**src/rtl/mac_pkg.sv**
```systemverilog
package mac_pkg;
  typedef enum logic [1:0] {
    MAC_OP_MPY = 2'b00,
    MAC_OP_ADD = 2'b01,
    MAC_OP_SUB = 2'b10,
    MAC_OP_NEG = 2'b11
  } mac_op_e;
endpackage

```
**src/rtl/mac_operand_ext.sv**
```systemverilog
module mac_operand_ext #(
  parameter int W = 16
) (
  input  logic [W-1:0]        raw_i,
  input  logic                signed_i,
  output logic signed [W:0]   ext_o
);
  // one extra bit lets unsigned and signed values share a signed multiplier
  function automatic logic signed [W:0] widen(input logic [W-1:0] v, input logic s);
    return $signed({s & v[W-1], v});
  endfunction

  assign ext_o = widen(raw_i, signed_i);
endmodule

```
**src/rtl/mac_multiplier.sv**
```systemverilog
module mac_multiplier #(
  parameter int OP_W = 16,
  localparam int PX_W = 2*OP_W + 3
) (
  input  logic signed [OP_W:0]  a_x_i,
  input  logic signed [OP_W:0]  b_x_i,
  input  logic                  frac_i,
  output logic signed [PX_W-1:0] prod_o,
  output logic                  lim_o
);
  // most negative signed operand after widening
  localparam logic signed [OP_W:0] MOST_NEG = {2'b11, {(OP_W-1){1'b0}}};
  localparam logic signed [PX_W-1:0] CLAMP =
    {{(PX_W-2*OP_W+1){1'b0}}, {(2*OP_W-1){1'b1}}};

  function automatic logic signed [PX_W-1:0] exact_product(
    input logic signed [OP_W:0] a, input logic signed [OP_W:0] b);
    logic signed [PX_W-1:0] wa, wb;
    wa = a;
    wb = b;
    return wa * wb;
  endfunction

  function automatic logic signed [PX_W-1:0] scale(
    input logic signed [PX_W-1:0] p, input logic f);
    return f ? (p <<< 1) : p;
  endfunction

  logic signed [PX_W-1:0] raw_p;

  assign raw_p  = exact_product(a_x_i, b_x_i);
  assign lim_o  = frac_i && (a_x_i == MOST_NEG) && (b_x_i == MOST_NEG);
  assign prod_o = lim_o ? CLAMP : scale(raw_p, frac_i);
endmodule

```
**src/rtl/mac_accumulate.sv**
```systemverilog
module mac_accumulate
  import mac_pkg::*;
#(
  parameter int PX_W  = 35,
  parameter int ACC_W = 40,
  parameter int FIT_W = 32
) (
  input  logic signed [PX_W-1:0] prod_i,
  input  logic [ACC_W-1:0]       acc_i,
  input  mac_op_e                op_i,
  output logic [ACC_W-1:0]       prod_ext_o,
  output logic [ACC_W-1:0]       sum_o,
  output logic                   ovf_o
);
  localparam int TOP_W = ACC_W - FIT_W + 1;

  function automatic logic [ACC_W-1:0] sign_extend(input logic signed [PX_W-1:0] p);
    logic signed [ACC_W-1:0] w;
    w = p;
    return w;
  endfunction

  function automatic logic [ACC_W-1:0] combine(
    input mac_op_e op, input logic [ACC_W-1:0] acc, input logic [ACC_W-1:0] p);
    case (op)
      MAC_OP_ADD: return acc + p;
      MAC_OP_SUB: return acc - p;
      MAC_OP_NEG: return ACC_W'(0) - p;
      default:    return p;
    endcase
  endfunction

  function automatic logic wide(input logic [TOP_W-1:0] t);
    return !((&t) || !(|t));
  endfunction

  assign prod_ext_o = sign_extend(prod_i);
  assign sum_o      = combine(op_i, acc_i, prod_ext_o);
  assign ovf_o      = wide(sum_o[ACC_W-1:FIT_W-1]);
endmodule

```
**src/rtl/dsp_mac_core.sv**
```systemverilog
module dsp_mac_core
  import mac_pkg::*;
#(
  parameter int OP_W    = 16,
  parameter int GUARD_W = 8,
  parameter bit OUT_REG = 1'b1,
  localparam int PROD_W = 2*OP_W,
  localparam int ACC_W  = PROD_W + GUARD_W,
  localparam int PX_W   = PROD_W + 3
) (
  input  logic               clk,
  input  logic               rst_n,
  input  logic [OP_W-1:0]    a_i,
  input  logic [OP_W-1:0]    b_i,
  input  logic               a_signed_i,
  input  logic               b_signed_i,
  input  logic               frac_i,
  input  logic [1:0]         op_i,
  input  logic [ACC_W-1:0]   acc_i,
  output logic [GUARD_W-1:0] ext_o,
  output logic [OP_W-1:0]    hi_o,
  output logic [OP_W-1:0]    lo_o,
  output logic               ovf_o,
  output logic               lim_o
);
  logic signed [OP_W:0]   a_x, b_x;
  logic signed [PX_W-1:0] prod_c;
  logic [ACC_W-1:0]       prod_ext_c;
  logic [ACC_W-1:0]       sum_c;
  logic                   ovf_c;
  logic                   lim_c;

  mac_operand_ext #(.W(OP_W)) u_ext_a (.raw_i(a_i), .signed_i(a_signed_i), .ext_o(a_x));
  mac_operand_ext #(.W(OP_W)) u_ext_b (.raw_i(b_i), .signed_i(b_signed_i), .ext_o(b_x));

  mac_multiplier #(.OP_W(OP_W)) u_mul (
    .a_x_i(a_x), .b_x_i(b_x), .frac_i(frac_i), .prod_o(prod_c), .lim_o(lim_c)
  );

  mac_accumulate #(.PX_W(PX_W), .ACC_W(ACC_W), .FIT_W(PROD_W)) u_acc (
    .prod_i(prod_c), .acc_i(acc_i), .op_i(mac_op_e'(op_i)),
    .prod_ext_o(prod_ext_c), .sum_o(sum_c), .ovf_o(ovf_c)
  );

  logic [ACC_W-1:0] res_q;
  logic             ovf_q, lim_q;

  generate
    if (OUT_REG) begin : g_reg
      always_ff @(posedge clk or negedge rst_n) begin
        if (!rst_n) begin
          res_q <= '0;
          ovf_q <= 1'b0;
          lim_q <= 1'b0;
        end else begin
          res_q <= sum_c;
          ovf_q <= ovf_c;
          lim_q <= lim_c;
        end
      end
    end else begin : g_comb
      assign res_q = sum_c;
      assign ovf_q = ovf_c;
      assign lim_q = lim_c;
    end
  endgenerate

  assign ext_o = res_q[ACC_W-1:PROD_W];
  assign hi_o  = res_q[PROD_W-1:OP_W];
  assign lo_o  = res_q[OP_W-1:0];
  assign ovf_o = ovf_q;
  assign lim_o = lim_q;
endmodule

```
**config.mk**
```make
export PLATFORM = sky130hd
export DESIGN_NAME = dsp_mac_core
export DESIGN_NICKNAME = d
export VERILOG_FILES = /design/src/rtl/mac_pkg.sv /design/src/rtl/mac_operand_ext.sv /design/src/rtl/mac_multiplier.sv /design/src/rtl/mac_accumulate.sv /design/src/rtl/dsp_mac_core.sv
export SDC_FILE = /design/constraint.sdc
export NUM_CORES = 1
export LEC_CHECK = 0
export BUFFER_PORTS_ARGS = -buffer_cell sky130_fd_sc_hd__clkbuf_2
export CORE_ASPECT_RATIO = 0.5
export CORE_MARGIN = 2
export CORE_UTILIZATION = 40
export DETAILED_ROUTE_END_ITERATION = 7
export PLACE_DENSITY = 0.65
export SETUP_SLACK_MARGIN = 0.4
export SKIP_CTS_REPAIR_TIMING = 1
export SYNTH_ARGS = -nofsm -noshare
export SYNTH_HDL_FRONTEND = slang
export SYNTH_HIERARCHICAL = 1
export SYNTH_SLANG_ARGS = --single-unit
```
**constraint.sdc**
```tcl
create_clock -name clk -period 0.8 [get_ports clk]
set_input_delay 0 -clock clk [delete_from_list [all_inputs] [get_ports clk]]
set_output_delay 0 -clock clk [all_outputs]
set_load 0.005 [all_outputs]
```
==> impl_metrics.ini, run 1 <==
[sta]
post-route-period-util_pct = 1090
rsz0062_at_grt = true
min_period_ns = 8.75
finalHoldViolations = 42
tightest_slew_ns = 0.507
slew_violations = 0
fmax_ghz = 0.114
setup_viol = 48
max_slew_margin_pct = 66.0
setup_ws_ns = -7.95
whs_ns = -0.335

[die]
num_rows = 53
initial_utilization_pct = 40.5
die_width_um = 295
die_h_um = 150
core-area_sq_um = 42000
io_pins = 121
dieArea_sq_um = 44200

[grt]
antenna_found_initial = 0
grt_pass1_wl_mm = 79.6
grt_max_degree = 43
grt_pass1_vias = 15800
grt_usage_pct = 22.5
grt_overflow_total = 0

[cells_and_area]
antennaDiodeCount = 0
utilization_pct = 60.2
final_cells = 3153
drive_gt1_share_pct = 42.9
final_cell_area_sq_um = 25300
syn_to_final_growth_pct = 48.8
finalNetCount = 3079

[setup_path]
crit_fanout = 6
startpoint_type = primary input
cpMostUsedCell = fa_1
end_kind = flip-flop
crit_cells = 40
crit_start = a_i[7]
worstPathRequired_ns = 0.99
critPathMaxStageDelay_ns = 0.56
path_delay_family = adder cells
worst-setup-path-type = in -> reg
cpMaxStageDelayCell = fa_1
cp.arrival_ns = 8.94
path_buf_inv = 8

[synth]
syn_nets = 2534
synthCells = 2030
syn_area_per_cell_sq_um = 8.37
synth_warnings = 6
syn_area_sq_um = 17000

[drt]
antenna_left = 0
viasPerCell = 5.10
drtIter0Drc = 1027
drt_pre_antenna_iters = 5
wirelength_mm = 53.3
post-route-drc-count = 0
vias = 16100
wl_per_cell_um = 16.9

[cts]
cts_num_sinks = 42
cts_tree = built
htreeDepth = 2
clk_pin_slew_ns = 0.07
cts_root_buf = clkbuf_16
cts_buffers = 5
clockBufferDepth = 2

[placement]
dp_worst_setup_slack_ns = -8.44
hpwlAfterDp_mm = 42.7
place_inst = 3057
placed_cell_area_sq_um = 22000
port-buffer-count = 120
gp_congestion = 0.919

[status]
status = finished with violations
failed_checks = negative hold slack, negative setup slack

[min_path]
hold_class = in -> async

[flow_run]
maxCapViolCount = 0
## per-stage QoR
step           hold slack [ns]  TNS, ns
2_1_floorplan           -0.296  -230.78
3_3_place_gp           0.00791  -263.12
3_5_place_dp            0.0116  -266.30
4_1_cts                 -0.314  -253.74
5_1_grt                 -0.304  -256.48
6_report                -0.335  -246.76
## layout by cell type (no fill, tap or decap), types with 42 or more instances in the layout
cell,instances
buf_4,450
inv_1,302
fa_1,280
nand2_1,206
and2_1,127
buf_6,95
clkbuf_2,86
ha_1,78
nor2_1,63
a21oi_1,51
xnor2_1,45
ha_4,43
dfrtp_1,42
## flip-flops by register name, indices dropped and copies added (netlist names)
signal	flops
res_q	40
lim_o	1
ovf_o	1
## area by class of cell
cell class | count | area (sq um)
Timing Repair Buffer | 668 | 5380
Inverter | 327 | 1230
Tap cell | 577 | 722
Multi-Input combinational cell | 1531 | 16700
Clock buffer | 5 | 125
Fill cell | 3374 | 16700
Sequential cell | 42 | 1050
Clock inverter | 3 | 68.8
## worst paths after layout
kind                        endpoint
min                         res_q[0]
min in group clk            res_q[0]
max in group asynchronous  res_q[33]
max                            ovf_o
## layer usage
metal	global-route usage [%]	routed length (um)	up-vias
met1	32.3	24500	8005
met5	0	0	-
met4	4.49	842	0
met2	36.5	25000	432
li1	-	-	7587
met3	2.85	2930	51
Power of run 1 is not shown: default switching activity piles up to over one toggle a cycle in this logic, so the estimate is an artifact.
==> run 2, diff against run 1 <==
--- a/config.mk
+++ b/config.mk
@@ -6,13 +6,13 @@
 export NUM_CORES = 1
 export LEC_CHECK = 0
 export BUFFER_PORTS_ARGS = -buffer_cell sky130_fd_sc_hd__clkbuf_2
+export CAP_MARGIN = 40
 export CORE_ASPECT_RATIO = 0.5
 export CORE_MARGIN = 2
 export CORE_UTILIZATION = 40
 export DETAILED_ROUTE_END_ITERATION = 7
 export PLACE_DENSITY = 0.65
 export SETUP_SLACK_MARGIN = 0.4
-export SKIP_CTS_REPAIR_TIMING = 1
 export SYNTH_ARGS = -nofsm -noshare
 export SYNTH_HDL_FRONTEND = slang
 export SYNTH_HIERARCHICAL = 1
==> impl_metrics.ini, run 2 (synthesis results as in run 1) <==
[drt]
drt_pre_antenna_iters = 5
post-route-drc-count = 0
viasPerCell = 5.10
antenna_left = 0
vias = 16200
wl_per_cell_um = 17.0
drtIter0Drc = 1021
wirelength_mm = 54.0

[cells_and_area]
antennaDiodeCount = 0
largest_reg_flops = 40
drive_gt1_share_pct = 42.4
final_cell_mix = 475 x buf_4, 298 x inv_1, 283 x fa_1
top_register = res_q
syn_to_final_growth_pct = 48.4
final_cells = 3174
finalNetCount = 3100
final_cell_area_sq_um = 25200
final_common_cell = buf_4

[grt]
grt_overflow_total = 0
antenna_found_initial = 0
grt_usage_pct = 24.2
grt_max_degree = 43
grt_pass1_vias = 16700
grt_pass1_wl_mm = 85.7

[die]
num_rows = 53
core-area_sq_um = 42000
dieArea_sq_um = 44200
io_pins = 121
initial_utilization_pct = 40.5
die_h_um = 150
die_width_um = 295

[setup_path]
worstPathRequired_ns = 0.98
worst-setup-path-type = in -> reg
end_kind = flip-flop
cpMaxStageDelayCell = fa_1
critPathMaxStageDelay_ns = 0.54
crit_fanout = 8
cpMostUsedCell = fa_1
startpoint_type = primary input
cp.arrival_ns = 8.91

[sta]
max_slew_margin_pct = 61.1
post-route-period-util_pct = 1090
tightest_slew_ns = 0.577
setup_ws_ns = -7.92
slew_violations = 0
rsz0062_at_grt = true
min_period_ns = 8.72
whs_ns = -0.334
setup_viol = 49
finalHoldViolations = 42
setup_tns_ns = -248.26
fmax_ghz = 0.115

[placement]
port-buffer-count = 120
gp_congestion = 0.919
hpwlAfterDp_mm = 42.7
placed_cell_area_sq_um = 22000
place_inst = 3057

[cts]
cts_tree = built
cts_num_sinks = 42
cts_buffers = 5
clk_pin_slew_ns = 0.07
htreeDepth = 2
clockBufferDepth = 2
cts_root_buf = clkbuf_16

[status]
failed_checks = negative hold slack, negative setup slack
status = finished with violations

[min_path]
hold_class = in -> async

[flow_run]
maxCapViolCount = 0
run 2: changes by cell type in the layout (fill, tap and decap cells not counted), sizes merged:
cell and delta:
clkbuf +18, buf +3
run 2: worst paths after layout:
kind,start,slack (ns),depth (start not counted),end
worst max-delay path,b_i[7],-7.92,40,ovf_o
worst min-delay path,rst_n,-0.33,2,res_q[19]
max in group asynchronous,rst_n,0.88,2,res_q[33]
min in group clk,acc_i[0],0.08,4,res_q[0]
run 2: worst max-delay path, delay by kind of cell:
kind / cells / cell delay [ns]
adders and majority gates: 8 / 3.46
and+or+nand+nor: 9 / 2.43
xor gates and xnor gates: 2 / 0.23
buffers and inverters: 11 / 1.07
AOI/OAI and AO/OA: 10 / 1.71
run 2: repair_timing:
item	CTS	global route
cloned	0	0
setup endpoints to repair	84	84
buffers inserted	72	37
endpoints found under the hold margin	42	42
pin swaps	162	128
resized for setup	294	172
run 2: routing by layer:
layer / vias to the layer above / global-route usage [%] / share of wire, %
met2: 428 / 40.8 / 47
met3: 78 / 2.29 / 4.9
met5: - / 0 / 0
met4: 0 / 5.05 / 1.9
met1: 8055 / 33.9 / 46
li1: 7635 / - / -
run 2: layout make-up:
type	count	area (sq um)
inverter	327	1230
clock inverter	3	68.8
tap	577	722
timing repair buffer	689	5610
clock buffer	5	125
multi-input combinational	1531	16400
sequential	42	1050
fill	3391	16800
run 2: metrics by stage:
stage	utilization, %	worst slack (ns)
3_3_place_gp	52.4	-8.33
5_1_grt	60.1	-8.25
3_5_place_dp	52.4	-8.44
6_report	60.1	-7.92
4_1_cts	57.7	-7.95
2_1_floorplan	-	-7.83
Power of run 2 is left out for the same reason.
